==> src/rtl/pwm_ds_pkg.sv <==
package pwm_ds_pkg;

  parameter int unsigned CW = 10;
  localparam int unsigned SELW = 2;

  typedef logic [CW-1:0] cnt_t;

  typedef enum logic [1:0] {
    OM_OFF  = 2'b00,
    OM_RSV  = 2'b01,
    OM_TRUE = 2'b10,
    OM_INV  = 2'b11
  } out_mode_e;

  // Ceiling for a select code: (2^(CW-2))-1, (2^(CW-1))-1 or (2^CW)-1.
  function automatic cnt_t top_value(input logic [SELW-1:0] sel);
    int unsigned sh;
    sh = (sel == 2'b00) ? CW - 2 : (sel == 2'b01) ? CW - 1 : CW;
    return cnt_t'((64'd1 << sh) - 64'd1);
  endfunction

  // Duty values that pin the output at a constant level.
  function automatic logic duty_is_fixed(input cnt_t duty, input cnt_t top);
    return (duty == '0) || (duty >= top);
  endfunction

  // Constant level, before any inversion, for a pinned duty value.
  function automatic logic fixed_level(input cnt_t duty);
    return duty != '0;
  endfunction

endpackage

==> src/rtl/pwm_ds_counter.sv <==
module pwm_ds_counter
  import pwm_ds_pkg::*;
(
  input  logic clk,
  input  logic rst_n,
  input  logic run,
  input  cnt_t top,
  output cnt_t cnt,
  output logic down,
  output logic turn_top,
  output logic turn_bot
);

  cnt_t cnt_q;
  logic down_q;

  // Turnaround events, brought out for the compare unit and the flags.
  assign turn_top = run && !down_q && (cnt_q >= top);
  assign turn_bot = run && down_q && (cnt_q == '0);

  always_ff @(posedge clk) begin
    if (!rst_n) begin
      cnt_q  <= '0;
      down_q <= 1'b0;
    end else if (run) begin
      if (!down_q) begin
        if (cnt_q >= top) begin
          down_q <= 1'b1;
          cnt_q  <= cnt_q - 1'b1;
        end else begin
          cnt_q  <= cnt_q + 1'b1;
        end
      end else begin
        if (cnt_q == '0) begin
          down_q <= 1'b0;
          cnt_q  <= cnt_q + 1'b1;
        end else begin
          cnt_q  <= cnt_q - 1'b1;
        end
      end
    end
  end

  assign cnt  = cnt_q;
  assign down = down_q;

  // a rising step below the ceiling adds exactly one
  a_r1_up_step: assert property (@(posedge clk) disable iff (!rst_n)
    (run && !down_q && (cnt_q < top)) |=> (cnt_q == $past(cnt_q) + 1'b1));

  // leaving zero on the way down turns the count upward at one
  a_r1_bottom_turn: assert property (@(posedge clk) disable iff (!rst_n)
    turn_bot |=> (!down_q && (cnt_q == cnt_t'(1))));

  // a stopped counter does not move
  a_r11_hold: assert property (@(posedge clk) disable iff (!rst_n)
    !run |=> ($stable(cnt_q) && $stable(down_q)));

endmodule

==> src/rtl/pwm_ds_compare.sv <==
module pwm_ds_compare
  import pwm_ds_pkg::*;
(
  input  logic clk,
  input  logic rst_n,
  input  logic run,
  input  logic wr,
  input  cnt_t wdata,
  input  cnt_t cnt,
  input  logic down,
  input  cnt_t top,
  input  logic turn_top,
  input  logic turn_bot,
  output cnt_t duty_act,
  output logic match,
  output logic wave,
  output logic pinned,
  output logic pin_lvl
);

  cnt_t hold_q;
  cnt_t act_q;
  logic wave_q;

  assign match   = run && (cnt == act_q);
  assign pinned  = duty_is_fixed(act_q, top);
  assign pin_lvl = fixed_level(act_q);

  always_ff @(posedge clk) begin
    if (!rst_n) begin
      hold_q <= '0;
    end else if (wr) begin
      hold_q <= wdata;
    end
  end

  always_ff @(posedge clk) begin
    if (!rst_n) begin
      act_q <= '0;
    end else if (turn_top) begin
      act_q <= hold_q;
    end
  end

  // True-polarity waveform: low around the ceiling, high around zero.
  always_ff @(posedge clk) begin
    if (!rst_n) begin
      wave_q <= 1'b0;
    end else if (turn_top) begin
      wave_q <= 1'b0;
    end else if (turn_bot) begin
      wave_q <= 1'b1;
    end else if (match) begin
      wave_q <= down;
    end
  end

  assign duty_act = act_q;
  assign wave     = wave_q;

  // the active duty value changes only after a turn at the ceiling
  a_r10_load_at_top: assert property (@(posedge clk) disable iff (!rst_n)
    !turn_top |=> $stable(act_q));

  // a falling-slope match raises the waveform
  a_r6_down_match: assert property (@(posedge clk) disable iff (!rst_n)
    (match && down && !turn_bot) |=> wave_q);

endmodule

==> src/rtl/pwm_ds_flag.sv <==
module pwm_ds_flag (
  input  logic clk,
  input  logic rst_n,
  input  logic set_i,
  input  logic clr_i,
  input  logic ie_i,
  input  logic gie_i,
  output logic flag_o,
  output logic irq_o
);

  logic flag_q;

  always_ff @(posedge clk) begin
    if (!rst_n) begin
      flag_q <= 1'b0;
    end else begin
      flag_q <= set_i | (flag_q & ~clr_i);
    end
  end

  assign flag_o = flag_q;
  assign irq_o  = flag_q & ie_i & gie_i;

  // a set wins over a clear on the same edge
  a_r5_set_wins: assert property (@(posedge clk) disable iff (!rst_n)
    set_i |=> flag_q);

  // a clear with no set empties the flag
  a_r5_clear: assert property (@(posedge clk) disable iff (!rst_n)
    (clr_i && !set_i) |=> !flag_q);

  // no request without both enables
  a_r3_gate: assert property (@(posedge clk) disable iff (!rst_n)
    !(ie_i && gie_i) |-> !irq_o);

endmodule

==> src/rtl/pwm_ds_timer.sv <==
module pwm_ds_timer
  import pwm_ds_pkg::*;
(
  input  logic          clk,
  input  logic          rst_n,
  input  logic          run,
  input  logic [1:0]    top_sel,
  input  logic          cmp_wr,
  input  logic [CW-1:0] cmp_wdata,
  input  logic [1:0]    out_mode,
  input  logic          ovf_clr,
  input  logic          cmp_clr,
  input  logic          ovf_ie,
  input  logic          cmp_ie,
  input  logic          glb_ie,
  output logic          pwm_out,
  output logic          ovf_irq,
  output logic          cmp_irq
);

  localparam int unsigned NFLAG = 2;
  localparam int unsigned F_OVF = 0;
  localparam int unsigned F_CMP = 1;

  cnt_t top;
  cnt_t cnt;
  logic down;
  logic turn_top;
  logic turn_bot;
  cnt_t duty_act;
  logic match;
  logic wave;
  logic pinned;
  logic pin_lvl;
  logic true_lvl;

  logic [NFLAG-1:0] f_set;
  logic [NFLAG-1:0] f_clr;
  logic [NFLAG-1:0] f_ie;
  logic [NFLAG-1:0] f_flag;
  logic [NFLAG-1:0] f_irq;

  assign top = top_value(top_sel);

  pwm_ds_counter u_cnt (
    .clk      (clk),
    .rst_n    (rst_n),
    .run      (run),
    .top      (top),
    .cnt      (cnt),
    .down     (down),
    .turn_top (turn_top),
    .turn_bot (turn_bot)
  );

  pwm_ds_compare u_cmp (
    .clk      (clk),
    .rst_n    (rst_n),
    .run      (run),
    .wr       (cmp_wr),
    .wdata    (cmp_wdata),
    .cnt      (cnt),
    .down     (down),
    .top      (top),
    .turn_top (turn_top),
    .turn_bot (turn_bot),
    .duty_act (duty_act),
    .match    (match),
    .wave     (wave),
    .pinned   (pinned),
    .pin_lvl  (pin_lvl)
  );

  assign f_set[F_OVF] = turn_bot;
  assign f_set[F_CMP] = match;
  assign f_clr[F_OVF] = ovf_clr;
  assign f_clr[F_CMP] = cmp_clr;
  assign f_ie[F_OVF]  = ovf_ie;
  assign f_ie[F_CMP]  = cmp_ie;

  for (genvar g = 0; g < NFLAG; g++) begin : g_flag
    pwm_ds_flag u_flag (
      .clk    (clk),
      .rst_n  (rst_n),
      .set_i  (f_set[g]),
      .clr_i  (f_clr[g]),
      .ie_i   (f_ie[g]),
      .gie_i  (glb_ie),
      .flag_o (f_flag[g]),
      .irq_o  (f_irq[g])
    );
  end

  assign ovf_irq = f_irq[F_OVF];
  assign cmp_irq = f_irq[F_CMP];

  always_comb begin
    true_lvl = pinned ? pin_lvl : wave;
    unique case (out_mode_e'(out_mode))
      OM_TRUE: pwm_out = true_lvl;
      OM_INV:  pwm_out = ~true_lvl;
      default: pwm_out = 1'b0;
    endcase
  end

  // the turnaround flag only rises after a turn at zero
  a_r2_ovf_source: assert property (@(posedge clk) disable iff (!rst_n)
    $rose(f_flag[F_OVF]) |-> $past(turn_bot));

  // outputs in the off modes stay low
  a_r8_off_low: assert property (@(posedge clk) disable iff (!rst_n)
    !out_mode[1] |-> !pwm_out);

  // zero duty in true mode pins the pin low
  a_r9_zero_low: assert property (@(posedge clk) disable iff (!rst_n)
    ((out_mode == 2'b10) && (duty_act == '0)) |-> !pwm_out);

  // ceiling duty in inverted mode pins the pin low
  a_r9_full_inv_low: assert property (@(posedge clk) disable iff (!rst_n)
    ((out_mode == 2'b11) && (duty_act >= top)) |-> !pwm_out);

endmodule

==> config.mk <==
export PLATFORM = sky130hd
export DESIGN_NAME = pwm_ds_timer
export DESIGN_NICKNAME = d
export VERILOG_FILES = /design/src/rtl/pwm_ds_pkg.sv /design/src/rtl/pwm_ds_counter.sv /design/src/rtl/pwm_ds_compare.sv /design/src/rtl/pwm_ds_flag.sv /design/src/rtl/pwm_ds_timer.sv
export SDC_FILE = /design/constraint.sdc
export NUM_CORES = 1
export LEC_CHECK = 0
export ABC_CLOCK_PERIOD_IN_PS = 2560
export CAP_MARGIN = 20
export CORE_MARGIN = 1.5
export CORE_UTILIZATION = 58
export CTS_BUF_LIST = sky130_fd_sc_hd__clkbuf_4
export DETAILED_ROUTE_END_ITERATION = 16
export PLACE_DENSITY_LB_ADDON = 0.08
export SKIP_CTS_REPAIR_TIMING = 1
export SYNTH_ARGS = -nofsm -noshare
export SYNTH_HDL_FRONTEND = slang
export SYNTH_HIERARCHICAL = 1
export SYNTH_SLANG_ARGS = --single-unit
==> constraint.sdc <==
create_clock -name clk -period 2.56 [get_ports clk]
set_input_delay 0.256 -clock clk [delete_from_list [all_inputs] [get_ports clk]]
set_output_delay 0.256 -clock clk [all_outputs]
set_load 0.03 [all_outputs]
* Yosys cells after proc, flatten, opt, wreduce, memory -nomap -nowiden
Index checks and enable logic that the tools add are counted.
Cells by class: divide/modulo/power cells 0, multipliers 0, order comparisons 2, $add $sub $neg 3, muxes and demuxes 12, bitwise operators 12, equal/unequal tests 4, reductions and logical operators 13, shift-type cells 1
Operators by type and width (number):
- 10-bit 2-to-1 mux | 3
- 10-bit >= comparator | 2
- 10-bit zero test | 2
- 10-bit by 1-bit subtractor with 10-bit output (second input constant) | 2
- 10-bit by 1-bit adder with 10-bit output (second input constant) | 1
- 10-bit equality test | 1
- 10-bit nonzero test | 1
- 1-bit by 4-bit left shift with 10-bit output (first input constant) | 1
- 1-bit AND | 6
- 1-bit 2-to-1 mux | 6
- 1-bit logical AND | 5
- 2-bit equality test (second input constant) | 2
- 2-bit 2-to-1 mux | 2
- 1-bit inverter | 4
- 2-bit by 1-bit equality test with 1-bit output (second input constant) | 1
- 2-bit zero test | 1
- 1-bit bitwise OR | 2
- 1-bit case mux with 2 select lines | 1
- 2-bit nonzero test | 1
- 2-bit OR reduction | 1
- 1-bit zero test | 1
- 1-bit logical OR | 1
Word-level totals: output and inout bits 3, memories kept 0, bits in latches 0, bits in registers 34, bits in read-only memories 0, input bits 23, word-level logic and storage cells 54, memory bits (writable) 0

* Logic depth before layout (Yosys ltp)
Gate-level depths: netlist (run 1).
depth after elaboration 10, mapped depth 12, gate-level depth less buffers 11

* Modules after synthesis
The synthesis (run 1) kept the hierarchy.
Modules (own cells, without submodules):
- pwm_ds_compare | seq. area each 420.4 µm², times used 1, area each 1173.6 µm², cells an instance 122
- pwm_ds_counter | seq. area each 220.2 µm², times used 1, area each 993.5 µm², cells an instance 125
- pwm_ds_flag | seq. area each 20.0 µm², times used 2, area each 48.8 µm², cells an instance 4
- pwm_ds_timer | seq. area each 0.0 µm², times used 1, area each 43.8 µm², cells an instance 7

* Least setup slack after synthesis (run 1)
Ideal clock, no wire load.
path kind register -> output, from register u_cmp.act_q[0] (netlist: u_cmp/duty_act[0]), to output pwm_out, stages on the path, launching flop included 9, path slack 0.260 ns, data arrival time 2.044 ns, cells stage by stage dfxtp_1 > inv_1 > ha_1 > nand2b_1 > a21oi_1 > o311ai_0 > a31o_2 > mux2i_1 > mux2i_1
On the way: word-level cells in the longest chain between the ends 5, elaborated cells between the ends (all ways) 7, classes of those cells order compare: 1; mux: 2; bitwise: 1; reduce/logical: 3
Ends and longest elaborated chain:
- start: declaration | RTL line pwm_ds_compare.sv:22 | cnt_t act_q;
- start signal: assignment | RTL line pwm_ds_compare.sv:41 | act_q <= hold_q;
- 10-bit >= comparator / 10-bit zero test (equally long branches) | RTL line pwm_ds_pkg.sv:24 | return (duty == '0) || (duty >= top);
- 1-bit logical OR * | RTL line pwm_ds_pkg.sv:24
- named net pinned | RTL line pwm_ds_timer.sv:33 | logic pinned;
- 1-bit 2-to-1 mux * | RTL line pwm_ds_timer.sv:98 | true_lvl = pinned ? pin_lvl : wave;
- 1-bit inverter | RTL line pwm_ds_timer.sv:101 | OM_INV: pwm_out = ~true_lvl;
- 1-bit case mux with 2 select lines * | RTL line pwm_ds_timer.sv:99 | unique case (out_mode_e'(out_mode))
- end: declaration | RTL line pwm_ds_timer.sv:16 | output logic pwm_out,
Mark *: on every way through the listed nets, which the timed path passes. The rest lies on a longest branch.

* Worst setup path in the final report (run 1)
Ends and elaborated chain as after synthesis.

==> results.toml, run 1 <==
[synth]
synthXorXnorAreaFrac = 0.0455
ys_ff_latch = 34
syn-cell-area_um2 = 2310
muxShareOfSynthArea = 0.165
synth_top_family_by_area = "simple AND/OR/NAND/NOR gates"
yosys.cell_types.count = 40
ys_warn_count = 6
synthAdderAreaFrac = 0.125
syn_area_per_cell_um2 = 8.81
postSynthCellCount = 262
synth_compound_area_frac = 0.0726
yosys.area_share.simple = 0.237
ys_seq_area_frac = 0.295

[setup_path]
r2r_start = "u_cnt/cnt[0]$_SDFFE_PN0P_"
cp-start-kind = "register"
arrival_ns = 2.26
endpoint_kind = "primary output"
crit_start = "u_cmp/duty_act[0]$_SDFFE_PN0P_"
cpPeakStageDelay_ns = 0.36
crit_path_max_fanout = 2
worstPathRequired_ns = 2.30
path_cells = "inv_2 -> ha_4 -> nand2b_4 -> a21oi_2 -> o311ai_2 -> a31o_2 -> mux2i_2 -> mux2i_1 -> buf_4"
crit_type = "register to primary output"
slowest_stage = "dfxtp_4"

[detailed_routing]
drc_errors = 0
via_per_inst = 5.40
firstDrtPassIters = 4
totalWireLength_um = 4760
ant_nets = 0
drt_iter0_markers = 135
wire_per_inst_um = 13.3
via_count = 1932

[clocking]
clk_latency_ns = 0.33
numCtsBuffers = 5
htree_levels = 2
clockBufferDepth = 2
cts.sinks = 34
cts_tree = "built"
path_clk_slew_ns = 0.11
root_buffer = "clkbuf_4"

[global_routing]
grt_pass1_wl_um = 7840
track_usage = 0.233
antenna_found_initial = 0
met1_usage = 0.275
grt_overflow = 0
busiest_layer = "met2"
grtUsageMet3 = 0.0409
grt_use_met2 = 0.411
grt_pass1_vias = 1802
grt_max_degree = 42

[sta]
worst_slew_pin_slew_ns = 0.584
fin_crit_ns = 2.51
rsz0062_at_grt = "yes"
slew_headroom = 0.609
finalClockSkew_ns = 0.00504
max_freq_mhz = 398
finalSetupViolCount = 0
hold_viol = 0
slew_violations = 0
fin_ws_ns = 0.0481
fin_hold_ws_ns = 0.525
setup_tns_ns = 0
fin_crit_sh = 0.981

[place]
dp_slack_ns = 0.0249
numPortBuffers = 25
dp_cells = 349
dpl_cell_area_um2 = 2680
place_congestion = 0.860
hpwl_um = 3510

[cells_and_area]
syn_to_final_growth_pct = 20.7
drive_gt1_frac = 0.106
nFillCells = 288
antennaDiodeCount = 0
finalNonFillerCells = 358
stdcell_area_um2 = 2790
finalNetCount = 355

[worst_hold_path]
hold_class = "register to register"
worstHoldStart = "u_cnt/down$_SDFFE_PN0P_"

[die]
rows = 22
die_area_um2 = 4370
core_area_um2 = 3740
die_height_um = 66.1
fp.dieW_um = 66.1
start_util = 0.617
ios = 26

[power]
leakage_nw = 1.29
irDropWorstVdd_mv = 0.310
powerDensity_nw_per_um2 = 369

[outcome]
status = "completed"

[run]
max_cap_violations = 0
report_power, final:
group	switching [mW]	total, mW	internal (mW)
Sequential	0.00958	0.552	0.543
Clock	0.186	0.288	0.102
Combinational	0.0884	0.187	0.0985
Total	0.284	1.03	0.743
logic make-up after synthesis:
logic type      after synthesis
mux                          38
simple gates                 96
buf+inv                      33
compound gates               25
fa+ha+maj                    23
xor+xnor                     12
flops                        34
other cells                   1
worst paths after layout:
check	slack (ns)	cells past startpoint	to
hold reg to reg	0.53	2	u_cnt/down$_SDFFE_PN0P_
setup / recovery	0.05	9	pwm_out
setup reg to reg	0.39	11	u_cmp/duty_act[5]$_SDFFE_PN0P_
hold / removal	0.53	2	u_cnt/down$_SDFFE_PN0P_
cell usage after synthesis:
cell type  instances  area share
a21oi_1            7       0.015
conb_1             1      0.0016
nor2b_1           20       0.054
nor3_1             3      0.0065
nor2_1             9       0.015
or4_1              1      0.0033
and4_1             1      0.0038
clkbuf_1           4      0.0065
a21o_1             3      0.0098
nor4_1             4       0.011
o21ai_0            5       0.011
o311a_1            1      0.0043
and2_1             1      0.0027
nand4_1            6       0.016
a31o_2             2      0.0076
and3_2             2      0.0065
buf_6              1      0.0049
nand2_1           17       0.028
o31a_1             1      0.0038
nand2b_1          11       0.030
dfxtp_1           34        0.29
o21a_1             2      0.0065
nand3_1           10       0.022
nand3b_1           1      0.0033
ha_1              23        0.12
nor2b_4            2       0.012
xnor2_1           12       0.046
inv_1             25       0.041
a211oi_1           2      0.0065
and3_1             2      0.0054
nor4b_1            1      0.0038
mux2i_1           38        0.16
buf_2              3      0.0065
o21ba_2            1      0.0043
or2_0              1      0.0027
or2_2              1      0.0027
nand2_2            1      0.0027
and4b_1            1      0.0043
o311ai_0           1      0.0038
or3_1              1      0.0027
sequential cells by signal, indices dropped and copies added (netlist names):
| name | count |
|---|---|
| u_cmp/hold_q | 10 |
| u_cnt/down | 1 |
| u_cmp/wave | 1 |
| u_cmp/duty_act | 10 |
| u_cnt/cnt | 10 |
| g_flag.u_flag/flag_o | 2 |
cell usage in the layout (no fill, tap or decap), drive strengths merged, types with 10 or more instances in the layout:
master | netlist | routed
dfxtp | 34 | 34
xnor2 | 12 | 12
ha | 23 | 23
conb | 1 | 16
nor2b | 22 | 22
nand2 | 18 | 18
nand2b | 11 | 11
mux2i | 38 | 38
nand3 | 10 | 10
inv | 25 | 25
clkdlybuf4s50 | 0 | 24
through the flow:
stage                     power [mW]  utilization
after floorplan                0.676            -
after global placement         0.739        0.717
after detailed placement       0.744        0.717
after CTS                       1.03        0.731
after global routing            1.08        0.744
final                           1.03        0.744
worst max-delay path, delay by kind of cell, from the launching register on:
family          cells  cell delay (ns)
flops               1             0.36
buf+inv             2             0.22
mux                 2             0.43
simple gates        1             0.11
compound gates      3             0.55
fa+ha+maj           1             0.25
final cells by class:
| type | count | area, um^2 | share of cell area |
|---|---|---|---|
| clock inverter | 3 | 16.3 | 0.00584 |
| timing repair buffer | 33 | 308 | 0.111 |
| clock buffer | 5 | 37.5 | 0.0135 |
| inverter | 25 | 93.8 | 0.0337 |
| multi-input combinational | 210 | 1580 | 0.569 |
| tap | 48 | 60.1 | 0.0216 |
| sequential | 34 | 686 | 0.246 |
layer usage:
metal / vias to the layer above / part of all wire / wire length [um]
met5: - / 0 / 0
met4: 0 / 0.012 / 56
met3: 6 / 0.034 / 161
met2: 42 / 0.50 / 2390
met1: 902 / 0.45 / 2160
li1: 982 / - / -
Note: power is estimated with default switching activity, not from simulation.
==> run 2: changes to the inputs <==
Settings changed: ABC_CLOCK_PERIOD_IN_PS 2560 to 3100, CORE_UTILIZATION 58 to 63.
Clock period 2.56 ns to 3.1 ns, I/O delays scaled along.
==> results.toml, run 2 (same netlist as run 1, synthesis figures left out) <==
[sta]
fin_crit_sh = 0.926
worst_slew_pin_slew_ns = 0.668
hold_viol = 0
slew_violations = 0
max_freq_mhz = 348
fin_ws_ns = 0.229
finalSetupViolCount = 0
finalClockSkew_ns = 0.0115
setup_tns_ns = 0
rsz0062_at_grt = "no"
fin_hold_ws_ns = 0.527
slew_headroom = 0.553
fin_crit_ns = 2.87

[detailed_routing]
firstDrtPassIters = 4
drt_iter0_markers = 111
via_per_inst = 5.40
drc_errors = 0
ant_nets = 0
totalWireLength_um = 4810
via_count = 1917
wire_per_inst_um = 13.5

[cells_and_area]
nFillCells = 244
syn_to_final_growth_pct = 19.0
mostFrequentLayoutCells = "38 x mux2i_1, 34 x dfxtp_1, 25 x inv_1"
final_common_cell = "mux2i_1"
multi_input_area_um2 = 1550
antennaDiodeCount = 0
seqCellArea_um2 = 681
drive_gt1_frac = 0.0744
finalNetCount = 354

[clocking]
clk_latency_ns = 0.34
numCtsBuffers = 5
htree_levels = 2
cts_tree = "built"
cts.sinks = 34
root_buffer = "clkbuf_4"
path_clk_slew_ns = 0.10
clockBufferDepth = 2

[global_routing]
grt_pass1_wl_um = 8630
track_usage = 0.273
grt_overflow = 0
antenna_found_initial = 0
grt_max_degree = 22
grt_pass1_vias = 1857

[worst_hold_path]
hold_class = "register to register"

[setup_path]
endpoint_kind = "primary output"
worstPathRequired_ns = 2.79
arrival_ns = 2.56
crit_type = "register to primary output"
cp-start-kind = "register"
crit_path_max_fanout = 4

[power]
totalPowerFinal_uw = 851
powerDensity_nw_per_um2 = 310
p_int_uw = 620
pwr-share-comb = 0.173
power_switching_uw = 232
leakage_nw = 1.30
p_sw_frac = 0.272
clkPwrFrac = 0.286
power_frac_seq = 0.541
irDropWorstVdd_mv = 0.318

[outcome]
status = "completed"

[place]
dp_slack_ns = -0.000668
place_congestion = 0.852
numPortBuffers = 25
hpwl_um = 3690

[die]
start_util = 0.676
rows = 21
die_area_um2 = 4040
ios = 26
die_height_um = 63.5
core_area_um2 = 3420
fp.dieW_um = 63.5

[run]
max_cap_violations = 0
## run 2: through the flow
| step | std cells | util | cell area, um^2 |
|---|---|---|---|
| 2_1_floorplan | 277 | - | 2360 |
| 3_3_place_gp | 346 | 0.784 | 2680 |
| 3_5_place_dp | 346 | 0.784 | 2680 |
| 4_1_cts | 354 | 0.799 | 2730 |
| 5_1_grt | 355 | 0.804 | 2750 |
| 6_report | 355 | 0.804 | 2750 |
## run 2: power by group through the flow
stage | Combinational [mW] | Sequential (mW) | Clock (mW)
floorplan | 0.0903 | 0.468 | 0
global placement | 0.138 | 0.470 | 0
detailed placement | 0.145 | 0.470 | 0
CTS | 0.145 | 0.460 | 0.250
global route | 0.165 | 0.462 | 0.267
finish | 0.147 | 0.460 | 0.244
## run 2: per-layer routing
| layer | up-vias | track usage | wire length, um |
|---|---|---|---|
| met3 | 7 | 0.0464 | 215 |
| met1 | 878 | 0.359 | 2270 |
| met2 | 52 | 0.445 | 2260 |
| met4 | 0 | 0.106 | 70 |
| met5 | - | 0 | 0 |
| li1 | 980 | - | - |
## run 2: area by class of cell
cell class | count | share of cell area
Multi-Input combinational cell | 210 | 0.564
Sequential cell | 34 | 0.248
Timing Repair Buffer | 32 | 0.113
Inverter | 25 | 0.0342
Tap cell | 46 | 0.0210
Clock buffer | 6 | 0.0164
Clock inverter | 2 | 0.00319
## run 2: final timing paths
kind / start / to / slack [ns] / cells after the start
worst max-delay path: u_cmp/duty_act[0]$_SDFFE_PN0P_ / pwm_out / 0.23 / 9
worst max register to register: u_cnt/cnt[1]$_SDFFE_PN0P_ / u_cnt/cnt[8]$_SDFFE_PN0P_ / 0.83 / 8
worst min register to register: u_cmp/hold_q[1]$_SDFFE_PN0P_ / u_cmp/hold_q[1]$_SDFFE_PN0P_ / 0.53 / 2
worst min-delay path: u_cmp/hold_q[1]$_SDFFE_PN0P_ / u_cmp/hold_q[1]$_SDFFE_PN0P_ / 0.53 / 2
## run 2: critical path, cell delays in order, from the launching register on
cell and delay, ns:
dfxtp_1 0.40, inv_1 0.06, ha_1 0.26, nand2b_1 0.10, a21oi_1 0.06, o311ai_0 0.33, a31o_2 0.22, mux2i_1 0.28
mux2i_1 0.22, dlymetal6s2s_1 0.30
==> run 3: changes to the inputs <==
Settings changed: HOLD_SLACK_MARGIN from default to 0.03, PLACE_DENSITY from default to 0.95, PLACE_DENSITY_LB_ADDON 0.08 to default.
==> results.toml, run 3 (same netlist as run 1, synthesis figures left out) <==
[power]
clkPwrFrac = 0.354
p_int_uw = 695
pwr-share-comb = 0.157
power_switching_uw = 246
leakage_nw = 1.29
totalPowerFinal_uw = 941
power_frac_seq = 0.490
p_sw_frac = 0.261
irDropWorstVdd_mv = 0.416
powerDensity_nw_per_um2 = 342

[clocking]
root_buffer = "clkbuf_4"
numCtsBuffers = 5
path_clk_slew_ns = 0.11
cts_tree = "built"
cts.sinks = 34
clockBufferDepth = 2
clk_latency_ns = 0.34
htree_levels = 2

[die]
fp.dieW_um = 63.5
die_area_um2 = 4040
ios = 26
die_height_um = 63.5
start_util = 0.676
core_area_um2 = 3420
rows = 21

[global_routing]
grt_overflow = 0
track_usage = 0.278
grt_max_degree = 42
grt_pass1_wl_um = 8830
grt_pass1_vias = 2012
antenna_found_initial = 0

[cells_and_area]
final_common_cell = "mux2i_1"
mostFrequentLayoutCells = "38 x mux2i_1, 34 x dfxtp_1, 25 x inv_1"
antennaDiodeCount = 0
syn_to_final_growth_pct = 19.3
finalNetCount = 352
finalNonFillerCells = 353
drive_gt1_frac = 0.0717
nFillCells = 214
stdcell_area_um2 = 2750

[place]
dpl_cell_area_um2 = 2660
place_congestion = 0.855
dp_cells = 344
hpwl_um = 3770
numPortBuffers = 25

[sta]
fin_crit_sh = 0.949
worst_slew_pin_slew_ns = 0.559
fin_hold_ws_ns = 0.536
setup_tns_ns = 0
slew_headroom = 0.626
rsz0062_at_grt = "no"
finalClockSkew_ns = 0.00380
hold_viol = 0
max_freq_mhz = 340
slew_violations = 0
fin_crit_ns = 2.94
finalSetupViolCount = 0

[worst_hold_path]
worstHoldStart = "u_cnt/down$_SDFFE_PN0P_"
holdPathEnd = "u_cnt/down$_SDFFE_PN0P_"
worst_hold_path.num_cells = 2
hold_class = "register to register"

[setup_path]
arrival_ns = 2.63
reg2reg_to = "u_cmp/duty_act[5]$_SDFFE_PN0P_"
rrSetupSlack_ns = 0.71
endpoint_kind = "primary output"
worstPathRequired_ns = 2.79
r2r_start = "u_cnt/cnt[7]$_SDFFE_PN0P_"
crit_type = "register to primary output"
ff2ff_path_depth = 10
cp-start-kind = "register"
crit_path_max_fanout = 4

[outcome]
status = "completed"

[detailed_routing]
wire_per_inst_um = 14.9
drt_iter0_markers = 150
ant_nets = 0
totalWireLength_um = 5250
via_count = 1968
drc_errors = 0
firstDrtPassIters = 4
via_per_inst = 5.58

[run]
max_cap_violations = 0
## run 3: area by class of cell
class / instances / area, um^2 / area share
well taps: 46 / 57.6 / 0.0209
inverters: 25 / 93.8 / 0.0341
flip-flops and latches: 34 / 681 / 0.247
multi-input cells: 210 / 1550 / 0.562
clock buffers: 5 / 37.5 / 0.0136
repair buffers: 30 / 290 / 0.105
clock inverters: 3 / 45.0 / 0.0164
## run 3: per-stage QoR
| step | utilization | setup slack, ns |
|---|---|---|
| 5_1_grt | 0.806 | 0.0203 |
| 3_3_place_gp | 0.779 | 0.0959 |
| 4_1_cts | 0.803 | -0.237 |
| 2_1_floorplan | - | 0.746 |
| 3_5_place_dp | 0.779 | -0.0900 |
| 6_report | 0.806 | 0.157 |
## run 3: routing by layer
layer,share of wire,GRT usage
met1,0.41,0.313
met2,0.52,0.507
met3,0.055,0.0571
met4,0.017,0.114
met5,0,0
## run 3: worst max-delay path by stage
stage | startpoint | to | slack, ns | depth (start not counted)
2_1_floorplan | u_cmp/duty_act[0]$_SDFFE_PN0P_ | pwm_out | 0.75 | 8
3_3_place_gp | top_sel[1] | u_cmp/duty_act[4]$_SDFFE_PN0P_ | 0.1 | 12
3_5_place_dp | top_sel[1] | u_cmp/duty_act[9]$_SDFFE_PN0P_ | -0.09 | 12
4_1_cts | u_cmp/duty_act[0]$_SDFFE_PN0P_ | pwm_out | -0.24 | 9
5_1_grt | u_cmp/duty_act[0]$_SDFFE_PN0P_ | pwm_out | 0.02 | 9
6_report | u_cmp/duty_act[0]$_SDFFE_PN0P_ | pwm_out | 0.16 | 9
## run 3: power groups by stage
stage | Sequential [mW] | Combinational, mW | Clock [mW]
2_1_floorplan | 0.468 | 0.0903 | 0
3_3_place_gp | 0.469 | 0.136 | 0
3_5_place_dp | 0.470 | 0.142 | 0
4_1_cts | 0.460 | 0.144 | 0.336
5_1_grt | 0.462 | 0.163 | 0.357
6_report | 0.461 | 0.147 | 0.333
## run 3: worst max-delay path, cell delays in order, from the launching register on
cell and delay (ns):
dfxtp_1 0.43, inv_1 0.09, ha_1 0.28, nand2b_1 0.12, a21oi_1 0.07, o311ai_0 0.32, a31o_2 0.22, mux2i_1 0.25
mux2i_1 0.20, dlymetal6s2s_1 0.30
